File: config.mk
export PLATFORM = sky130hd
export DESIGN_NAME = i2c_irq_collect
export DESIGN_NICKNAME = d
export VERILOG_FILES = /design/src/rtl/irqc_pkg.sv /design/src/rtl/irqc_ctrl.sv /design/src/rtl/irqc_datapath.sv /design/src/rtl/i2c_irq_collect.sv
export SDC_FILE = /design/constraint.sdc
export NUM_CORES = 1
export LEC_CHECK = 0
export CORE_MARGIN = 1.5
export CORE_UTILIZATION = 36
export DETAILED_ROUTE_END_ITERATION = 10
export GPL_TIMING_DRIVEN = 1
export PLACE_DENSITY = 0.75
export SLEW_MARGIN = 20
export SYNTH_ARGS = -nofsm -noshare
export SYNTH_HDL_FRONTEND = slang
export SYNTH_HIERARCHICAL = 1
export SYNTH_SLANG_ARGS = --single-unit
export TNS_END_PERCENT = 100
File: constraint.sdc
create_clock -name clk -period 0.95 [get_ports clk]
set_clock_uncertainty 0.15 [all_clocks]
set_input_delay 0.095 -clock clk [delete_from_list [all_inputs] [get_ports clk]]
set_output_delay 0.095 -clock clk [all_outputs]
set_load 0.1 [all_outputs]
File: src/rtl/irqc_pkg.sv
package irqc_pkg;
  localparam int EVT_W = 8;
  localparam int PKT_DONE_BIT = 7;

  typedef logic [EVT_W-1:0] evtVec_t;

  // strobes passed from the write decoder to the register datapath
  typedef struct packed {
    evtVec_t clrBits;
    logic    maskLoad;
    evtVec_t maskBits;
  } regStrobe_t;
endpackage

File: src/rtl/irqc_ctrl.sv
module irqc_ctrl
  import irqc_pkg::*;
(
  input  logic       wrEn,
  input  logic       regSel,
  input  evtVec_t    wrData,
  output regStrobe_t strobe
);
  localparam logic SEL_STATUS = 1'b0;
  localparam logic SEL_MASK   = 1'b1;

  always_comb begin
    strobe.clrBits  = '0;
    strobe.maskLoad = 1'b0;
    strobe.maskBits = wrData;
    if (wrEn) begin
      if (regSel == SEL_STATUS) strobe.clrBits = wrData;
      if (regSel == SEL_MASK)   strobe.maskLoad = 1'b1;
    end
  end
endmodule

File: src/rtl/irqc_datapath.sv
module irqc_datapath
  import irqc_pkg::*;
#(
  parameter bit PKT_MASKABLE = 1'b1
)(
  input  logic       clk,
  input  logic       rstN,
  input  regStrobe_t strobe,
  input  evtVec_t    setBits,
  output evtVec_t    statusQ,
  output evtVec_t    maskQ,
  output logic       irqQ
);
  evtVec_t effMask;

  generate
    if (PKT_MASKABLE) begin : g_gated
      assign effMask = maskQ;
    end else begin : g_forced
      localparam evtVec_t FORCE = evtVec_t'(1) << PKT_DONE_BIT;
      assign effMask = maskQ | FORCE;
    end
  endgenerate

  // a source that sets a bit wins over a clear in the same cycle
  always_ff @(posedge clk or negedge rstN) begin
    if (!rstN) statusQ <= '0;
    else       statusQ <= (statusQ & ~strobe.clrBits) | setBits;
  end

  always_ff @(posedge clk or negedge rstN) begin
    if (!rstN)                maskQ <= '0;
    else if (strobe.maskLoad) maskQ <= strobe.maskBits;
  end

  always_ff @(posedge clk or negedge rstN) begin
    if (!rstN) irqQ <= 1'b0;
    else       irqQ <= |(statusQ & effMask);
  end

  AST_CLR_TAKES: assert property (@(posedge clk) disable iff (!rstN)
    (|(strobe.clrBits & ~setBits)) |=> ((statusQ & $past(strobe.clrBits & ~setBits)) == '0));
  AST_SET_WINS: assert property (@(posedge clk) disable iff (!rstN)
    (|setBits) |=> ((statusQ & $past(setBits)) == $past(setBits)));
  AST_STICKY_HOLD: assert property (@(posedge clk) disable iff (!rstN)
    1'b1 |=> (((statusQ ^ $past(statusQ)) & ~$past(setBits | strobe.clrBits)) == '0));
  AST_MASK_STABLE: assert property (@(posedge clk) disable iff (!rstN)
    !strobe.maskLoad |=> $stable(maskQ));
  AST_IRQ_QUIET: assert property (@(posedge clk) disable iff (!rstN)
    (statusQ == '0) |=> !irqQ);

  generate
    if (!PKT_MASKABLE) begin : g_pkt_chk
      AST_PKT_FORCED: assert property (@(posedge clk) disable iff (!rstN)
        statusQ[PKT_DONE_BIT] |=> irqQ);
    end
  endgenerate
endmodule

File: src/rtl/i2c_irq_collect.sv
module i2c_irq_collect
  import irqc_pkg::*;
#(
  parameter bit PKT_MASKABLE = 1'b1,
  parameter int REQ_BITS     = 2,
  localparam int PULSE_W     = EVT_W - REQ_BITS
)(
  input  logic               clk,
  input  logic               rstN,
  input  logic [PULSE_W-1:0] pktEvt,
  input  logic [REQ_BITS-1:0] dataReq,
  input  logic               wrEn,
  input  logic               regSel,
  input  logic [EVT_W-1:0]   wrData,
  output logic [EVT_W-1:0]   statusOut,
  output logic [EVT_W-1:0]   maskOut,
  output logic               irq
);
  regStrobe_t strobe;
  evtVec_t    setBits;

  assign setBits = {pktEvt, dataReq};

  irqc_ctrl u_ctrl (
    .wrEn   (wrEn),
    .regSel (regSel),
    .wrData (wrData),
    .strobe (strobe)
  );

  irqc_datapath #(.PKT_MASKABLE(PKT_MASKABLE)) u_dp (
    .clk     (clk),
    .rstN    (rstN),
    .strobe  (strobe),
    .setBits (setBits),
    .statusQ (statusOut),
    .maskQ   (maskOut),
    .irqQ    (irq)
  );
endmodule

After elaboration in Yosys (flattened, before gate mapping)
Cells that the tools add are included.
W data, S select, Z words.
{"block": "classes", "n_mux": 3, "bitwise_logic": 4, "n_reduce_logical": 1}
{"op": "$and A8 B8 Y8", "count": 2}
{"op": "$mux W9", "count": 1}
{"op": "$mux W8", "count": 1}
{"op": "$not A8 Y8", "count": 1}
{"op": "$or A8 B8 Y8", "count": 1}
{"op": "$reduce_or A8 Y1", "count": 1}
{"op": "$mux W1", "count": 1}
{"block": "totals", "register_bits": 17, "in_bits": 20, "out_inout_bits": 17, "elab_cells": 11}

Depth between registers and ports, before layout
Gate-level depths: netlist (run 1).
{"block": "depth", "depth_word": 5, "ltp_mapped": 3, "depth_no_buf": 3}

Hierarchy
The synthesis (run 1) kept the hierarchy.
{"mod": "irqc_datapath", "n_inst": 1, "cells_per_inst": 47, "area_each_um2": 683.2}
{"mod": "irqc_ctrl", "n_inst": 1, "cells_per_inst": 17, "area_each_um2": 137.6}

Worst setup path after synthesis (run 1)
No wires, ideal clock.
{"block": "synth_timing", "kind": "flip-flop to flip-flop", "start": "register u_dp.maskQ[4]", "end": "register u_dp.irqQ", "setup_time_ns": 0.074, "arrival_time_ns": 1.243, "t_required_ns": 0.726, "slack_ns": -0.517, "path_stages_with_launch": 3, "path_buffers": 0, "synth_period_minus_slack_ns": 1.467, "path_cell_list": "dfrtp_1 -> a22oi_1 -> nand4_1"}
{"block": "synth_between", "elab_chain_len": 2}
{"element": "from (decl)", "line": "irqc_datapath.sv:11", "rtl": "output evtVec_t maskQ,"}
{"element": "from (signal assigned)", "line": "irqc_datapath.sv:33", "rtl": "else if (strobe.maskLoad) maskQ <= strobe.maskBits;"}
{"element": "$and A8 B8 Y8", "line": "irqc_datapath.sv:38", "rtl": "else irqQ <= |(statusQ & effMask);"}
{"element": "$reduce_or A8 Y1", "line": "irqc_datapath.sv:38"}
{"element": "to (signal assigned)", "line": "irqc_datapath.sv:38"}
{"element": "to (decl)", "line": "irqc_datapath.sv:12", "rtl": "output logic irqQ"}
Every way passes these cells.
A chain may end at the register's enable or synchronous reset.

Worst setup path after layout (run 1)
{"block": "layout_timing", "start": "register u_dp.statusQ[2]", "end": "output statusOut[2]"}
{"element": "from (decl)", "line": "irqc_datapath.sv:10", "rtl": "output evtVec_t statusQ,"}
{"element": "from (signal assigned)", "line": "irqc_datapath.sv:28", "rtl": "else statusQ <= (statusQ & ~strobe.clrBits) | setBits;"}
{"element": "to (decl)", "line": "i2c_irq_collect.sv:15", "rtl": "output logic [EVT_W-1:0] statusOut,"}
No word-level cell between the ends.

==> results of run 1 <==
==> flip-flops by register name, summed over array words and instances (netlist names) <==
signal,flops
u_dp/irqQ,1
u_dp/statusQ,8
u_dp/maskQ,8
==> what timing repair did <==
action | CTS | global route
resized for setup | 28 | 4
endpoints found under the setup margin | 34 | 34
setup buffers | 11 | 4
endpoints found under the hold margin | 17 | 10
pin swaps | 4 | 3
gates cloned | 0 | 0
==> power groups by stage <==
| stage | logic [mW] | registers [mW] | clock network (mW) |
|---|---|---|---|
| after floorplan | 0.166 | 1.42 | 0 |
| after global placement | 1.21 | 0.913 | 0 |
| after detailed placement | 1.22 | 0.920 | 0 |
| after CTS | 1.39 | 0.904 | 0.395 |
| after global routing | 1.46 | 0.917 | 0.433 |
| final | 1.42 | 0.908 | 0.385 |
==> cell type report <==
type / count / area, um^2 / share of cell area, %
repair buffers: 68 / 875 / 49.6
flip-flops and latches: 17 / 485 / 27.5
multi-input cells: 30 / 310 / 17.6
well taps: 28 / 35.0 / 1.99
inverters: 8 / 30.0 / 1.70
clock buffers: 3 / 22.5 / 1.28
clock inverters: 1 / 5.00 / 0.284
==> worst paths after layout <==
path	from	endpoint	slack [ps]
worst max-delay path	u_dp/statusQ[2]$_DFF_PN0_	statusOut[2]	-370
worst min-delay path	rstN	u_dp/statusQ[0]$_DFF_PN0_	2
worst max register to register	u_dp/statusQ[2]$_DFF_PN0_	u_dp/irqQ$_DFF_PN0_	-290
worst min register to register	u_dp/maskQ[1]$_DFFE_PN0P_	u_dp/maskQ[1]$_DFFE_PN0P_	470
max in group asynchronous	rstN	u_dp/maskQ[2]$_DFFE_PN0P_	510
min in group clk	pktEvt[1]	u_dp/statusQ[3]$_DFF_PN0_	220
==> per-stage QoR <==
step,TNS (ps),instance area [um^2]
6_report,-8090,1760
5_1_grt,-8960,1760
4_1_cts,-8110,1730
3_5_place_dp,-8970,1520
3_3_place_gp,-8140,1520
2_1_floorplan,-3220,881
==> routing by layer <==
| metal | global-route usage [%] | vias to the layer above |
|---|---|---|
| li1 | - | 338 |
| met3 | 2.68 | 6 |
| met1 | 22.1 | 362 |
| met2 | 37.3 | 28 |
| met5 | 0 | - |
| met4 | 9.91 | 0 |
==> cells in the final DEF (no fill, tap or decap), drive strengths merged <==
master          n
buf            49
clkdlybuf4s50  17
dfrtp          17
and3b           8
inv             8
a21o            8
mux2            8
a22oi           4
clkbuf          3
dlygate4sd2     2
clkinv          1
and2            1
nand4           1
==> logic make-up after synthesis <==
family | synth area share (%)
and+or+nand+nor | 10.2
DFF | 51.8
AOI/OAI and AO/OA | 11.0
buffers and inverters | 12.3
muxes | 14.6
==> key figures, run 1 <==
STA
  – Clock period minus worst slack: 1320 ps
  – RSZ-0062 raised after global routing: true
  – Final setup margin: -373 ps
  – Total setup violations reported at the end of the flow: 34
  – Worst max-slew margin expressed relative to the limit: 87.4%
  – Max Clk Rate: 756 MHz
  – Final clock period utilization by the worst path: 139%
  – Final Hold Fails: 0
  – Worst hold-check slack: 2.43 ps
  – Least-Margin Pin Slew: 189 ps
  – Final slew viol count: 0

Routing
  – Mean number of vias per cell: 4.74
  – Highest routed layer: met4
  – Post-route met1 wirelength: 909 um
  – Total length of routed wires: 2420 um
  – Detail-routed net length per standard cell: 15.6 um
  – Met3 Wirelength: 109 um
  – Number of DRC violations after detailed-routing iteration 0: 14
  – Residual DRC: 0
  – Detailed-route via count: 734
  – Antenna-violating nets left: 0
  – First-pass detailed-route iteration total: 4
  – Met2 routed WL: 1350 um

Yosys
  – Synth async-reset ratio: 100%
  – Dominant synthesized flop cell: sky130_fd_sc_hd__dfrtp_1
  – Mapped Area: 821 um^2
  – Most frequent cell after synthesis: sky130_fd_sc_hd__dfrtp_1
  – Sequential fraction of the synthesis area: 51.8%
  – Register bit count reported by yosys: 17
  – Number of synthesized flops with an enable pin: 0
  – Ranking of synthesized cells by area: sky130_fd_sc_hd__dfrtp_1, sky130_fd_sc_hd__mux2_4, sky130_fd_sc_hd__and3b_1, sky130_fd_sc_hd__a21o_1, sky130_fd_sc_hd__buf_4
  – Cell type with the highest aggregate area in the netlist: sky130_fd_sc_hd__dfrtp_1
  – Yosys warning count: 6
  – Number of distinct standard cells referenced by the synthesized netlist: 10
  – Post-synthesis instance total: 64
  – Average cell area after synthesis: 12.8 um^2
  – Synthesized netlist net count: 84
  – Share of Yosys cell area claimed by the top area cell type: 51.8%

Pwr
  – Gate power share: 52.3%
  – Net switching power: 1.05 mW
  – Internal cell power: 1.66 mW
  – Net Sw Frac: 38.6%
  – Sum of internal, switching and leakage power: 2.71 mW
  – Clock group share of total power: 14.2%
  – Leakage power total: 0.792 nW
  – Power density over cell area: 1540 mW/mm^2
  – Maximum vdd ir drop: 1.06 mV
  – Sequential group share of total power: 33.5%

Floorplan
  – Core outline area: 0.00219 mm^2
  – Die ar.: 0.00258 mm^2
  – Core Rows: 17
  – Initial Util: 37.5%
  – Horizontal extent of the die: 50.8 um
  – Die height: 50.8 um
  – # IOs: 37

Final layout
  – ANT cells: 0
  – Ratio of cells with drive above 1 in the final layout: 63.8%
  – Net count of the finished layout: 148
  – Layout Area Growth over Synthesis: 115%
  – Number of filler cells placed in the layout: 121
  – Count of placed standard cells in the final layout, fillers left out: 155
  – Share of the core filled with cells: 80.5%

Clock network
  – Number of buffers inserted during clock tree synthesis: 3
  – Clock transition at the register clock pins on the worst setup and hold paths after CTS: 100 ps
  – Clk_lat worst skew: 290 ps
  – Clock root buffer: sky130_fd_sc_hd__clkbuf_4
  – Sink Count: 17
  – Number of buffers on the longest clock path: 2
  – TritonCTS clock tree: done
  – H-tree levels: 1

Placement
  – HPWL after detailed placement: 1630 um
  – Placed instance count: 137
  – Pre-CTS WS: -575 ps
  – Input/output buffers: 36
  – Last weighted congestion value of the routability-driven placer: 0.762

Worst setup path
  – Data required time at the worst endpoint: 700 ps
  – Dominant delay contributor by cell family on the critical path: flip-flops
  – Cell type of the slowest stage on the worst timing path: sky130_fd_sc_hd__dfrtp_4
  – Critical path launch point type: register
  – Number of logic stages on the critical path including buffering: 2
  – Buffering stage count on the worst path with inverters included: 2
  – Worst endpoint data arrival time: 1080 ps
  – Critical path cell sequence: buf_6 -> buf_12
  – Number of cell instances on the worst register-to-register path: 3
  – Delay of the slowest cell on the worst path: 500 ps
  – Critical path endpoint category: output port
  – Kind of critical path: reg2out
  – Max FO, Critical Path: 2

Global route
  – Overall fraction of global-route tracks in use: 20.1%
  – Global-route wire length before repair: 3680 um
  – Leftover overflow at the end of global routing: 0
  – Antenna violations before repair: 0
  – Number of global-route vias before repair: 815
  – Pin count of the biggest net entering global routing: 18

Job
  – # Max-Cap Violations: 0

Outcome
  – Outcome: complete, but fails checks
  – Violated checks: setup timing

Hold path
  – Class of the worst hold path: in2async
Note: power is estimated with default switching activity, not from simulation.
==> run 2: changes to the inputs <==
- CORE_UTILIZATION: 36 -> 25
- PLACE_DENSITY: 0.75 -> 0.56
==> run 2 against run 1 <==
  * The flow finishes with violations (hold timing, setup timing)
  * Via count is 4.6% lower
  * Combinational power barely moved
  * Total power is 0.56% lower
  * Die area up 41%
  * Final area is 0.78% higher
  * Final cell count is 10% higher
  * Global-route usage decreased by 7.1 points
  * Sequential share of layout area down 0.21 points
  * Critical path type unchanged
  * Largest power group unchanged
==> key figures, run 2 (synthesis gave the netlist of run 1 again) <==
Final layout
  – Share of the core filled with cells: 57.7%
  – Ratio of cells with drive above 1 in the final layout: 62.2%
  – Most common library cell in the layout ignoring fill and taps: sky130_fd_sc_hd__buf_6
  – ANT cells: 0
  – Area of all placed cells without fillers: 0.00178 mm^2
  – Layout Area Growth over Synthesis: 116%
  – Number of filler cells placed in the layout: 266
  – Leading registers by flop count: u_dp/maskQ: 8 flops, u_dp/statusQ: 8 flops, u_dp/irqQ: 1 flops
  – Count of placed standard cells in the final layout, fillers left out: 171
  – Highest-count cells in the layout ignoring fill and taps: sky130_fd_sc_hd__buf_6, sky130_fd_sc_hd__buf_12, sky130_fd_sc_hd__clkdlybuf4s50_1, sky130_fd_sc_hd__dfrtp_4
  – Net count of the finished layout: 148

Clock network
  – Clock root buffer: sky130_fd_sc_hd__clkbuf_4
  – Sink Count: 17
  – Number of buffers on the longest clock path: 2
  – H-tree levels: 1
  – Clk_lat worst skew: 290 ps
  – Number of buffers inserted during clock tree synthesis: 3
  – Clock transition at the register clock pins on the worst setup and hold paths after CTS: 110 ps
  – TritonCTS clock tree: done

Global route
  – Pin count of the biggest net entering global routing: 18
  – Met3 demand-to-capacity share in global routing: 4.11%
  – Overall fraction of global-route tracks in use: 13.0%
  – Global-route wire length before repair: 3440 um
  – GR Util met2: 22.5%
  – Number of global-route vias before repair: 747
  – Antenna violations before repair: 0
  – Met1 usage: 15.4%
  – Leftover overflow at the end of global routing: 0
  – Layer with the highest usage after global routing: met2

Routing
  – Total length of routed wires: 2000 um
  – Antenna-violating nets left: 0
  – First-pass detailed-route iteration total: 4
  – Number of DRC violations after detailed-routing iteration 0: 6
  – Residual DRC: 0
  – Detailed-route via count: 700
  – Detail-routed net length per standard cell: 11.7 um
  – Mean number of vias per cell: 4.09

STA
  – Worst hold-check slack: -30.0 ps
  – Setup_tns: -8140 ps
  – Final slew viol count: 0
  – Least-Margin Pin Slew: 205 ps
  – RSZ-0062 raised after global routing: true
  – Final setup margin: -380 ps
  – Worst max-slew margin expressed relative to the limit: 86.3%
  – Max Clk Rate: 752 MHz
  – Final clock period utilization by the worst path: 140%
  – Final Hold Fails: 17
  – Total setup violations reported at the end of the flow: 34
  – Clock period minus worst slack: 1330 ps

Pwr
  – Gate power share: 52.2%
  – Clock group share of total power: 14.5%
  – Maximum vdd ir drop: 1.17 mV
  – Net Sw Frac: 38.0%
  – Internal cell power: 1.67 mW
  – Power density over cell area: 1520 mW/mm^2
  – Sequential group share of total power: 33.3%
  – Leakage power total: 0.793 nW
  – Net switching power: 1.02 mW

Placement
  – Placed instance count: 154
  – Post-Place Cell Area: 0.00155 mm^2
  – Last weighted congestion value of the routability-driven placer: 0.694
  – Input/output buffers: 36
  – Pre-CTS WS: -557 ps
  – HPWL after detailed placement: 1460 um

Floorplan
  – Core Rows: 20
  – Horizontal extent of the die: 60.3 um
  – # IOs: 37
  – Die ar.: 0.00364 mm^2
  – Core outline area: 0.00308 mm^2
  – Initial Util: 26.7%
  – Die height: 60.3 um

Outcome
  – Violated checks: hold timing, setup timing
  – Outcome: complete, but fails checks

Job
  – # Max-Cap Violations: 0

Worst setup path
  – Max FO, Critical Path: 2
  – Worst endpoint data arrival time: 1080 ps
  – Critical path endpoint category: output port
  – Kind of critical path: reg2out
  – Data required time at the worst endpoint: 700 ps
  – Critical path launch point type: register

Hold path
  – Class of the worst hold path: in2async
==> run 2: layout make-up <==
class	instances	area, um^2	share of cell area (%)
clock inverters	1	5.00	0.282
well taps	44	55.1	3.10
inverters	8	30.0	1.69
repair buffers	68	878	49.4
clock buffers	3	22.5	1.27
flip-flops and latches	17	485	27.3
multi-input cells	30	300	16.9
==> run 2: path summary, 6_finish.rpt <==
| check | start | end | slack, ps | cells past startpoint |
|---|---|---|---|---|
| hold reg to reg | u_dp/statusQ[5]$_DFF_PN0_ | u_dp/irqQ$_DFF_PN0_ | 460 | 2 |
| max in group asynchronous | rstN | u_dp/statusQ[7]$_DFF_PN0_ | 530 | 2 |
| setup reg to reg | u_dp/statusQ[7]$_DFF_PN0_ | u_dp/irqQ$_DFF_PN0_ | -280 | 4 |
| setup / recovery | u_dp/maskQ[5]$_DFFE_PN0P_ | maskOut[5] | -380 | 2 |
| hold / removal | rstN | u_dp/maskQ[5]$_DFFE_PN0P_ | -30 | 2 |
| min in group clk | dataReq[1] | u_dp/statusQ[1]$_DFF_PN0_ | 210 | 2 |
==> run 2: what timing repair did <==
action                     in CTS  in global routing
resized for setup              28                  3
hold endpoints to repair       17                 17
setup buffers                  12                  2
setup endpoints to repair      34                 34
pin swaps                       1                  1
==> run 2: metal layers <==
metal  wire length [um]  vias to the layer above
met1                794                      338
li1                   -                      337
met4                 19                        0
met3                124                        2
met5                  0                        -
met2               1060                       23
==> run 2: worst max-delay path: stages (launching register included) <==
cell	delay [ps]
sky130_fd_sc_hd__dfrtp_4	510
sky130_fd_sc_hd__buf_6	130
sky130_fd_sc_hd__buf_12	150
==> run 2: metrics by stage <==
| stage | hold slack, ps | power (mW) |
|---|---|---|
| floorplan | -351 | 1.59 |
| global placement | 297 | 2.13 |
| detailed placement | 300 | 2.14 |
| CTS | -27.7 | 2.70 |
| global route | -25.0 | 2.80 |
| finish | -30.0 | 2.69 |
==> run 2: power groups by stage <==
| stage | registers, mW | clock network (mW) | logic, mW |
|---|---|---|---|
| floorplan | 1.42 | 0 | 0.166 |
| global placement | 0.909 | 0 | 1.22 |
| detailed placement | 0.911 | 0 | 1.23 |
| CTS | 0.897 | 0.398 | 1.40 |
| global route | 0.909 | 0.434 | 1.46 |
| finish | 0.898 | 0.390 | 1.41 |
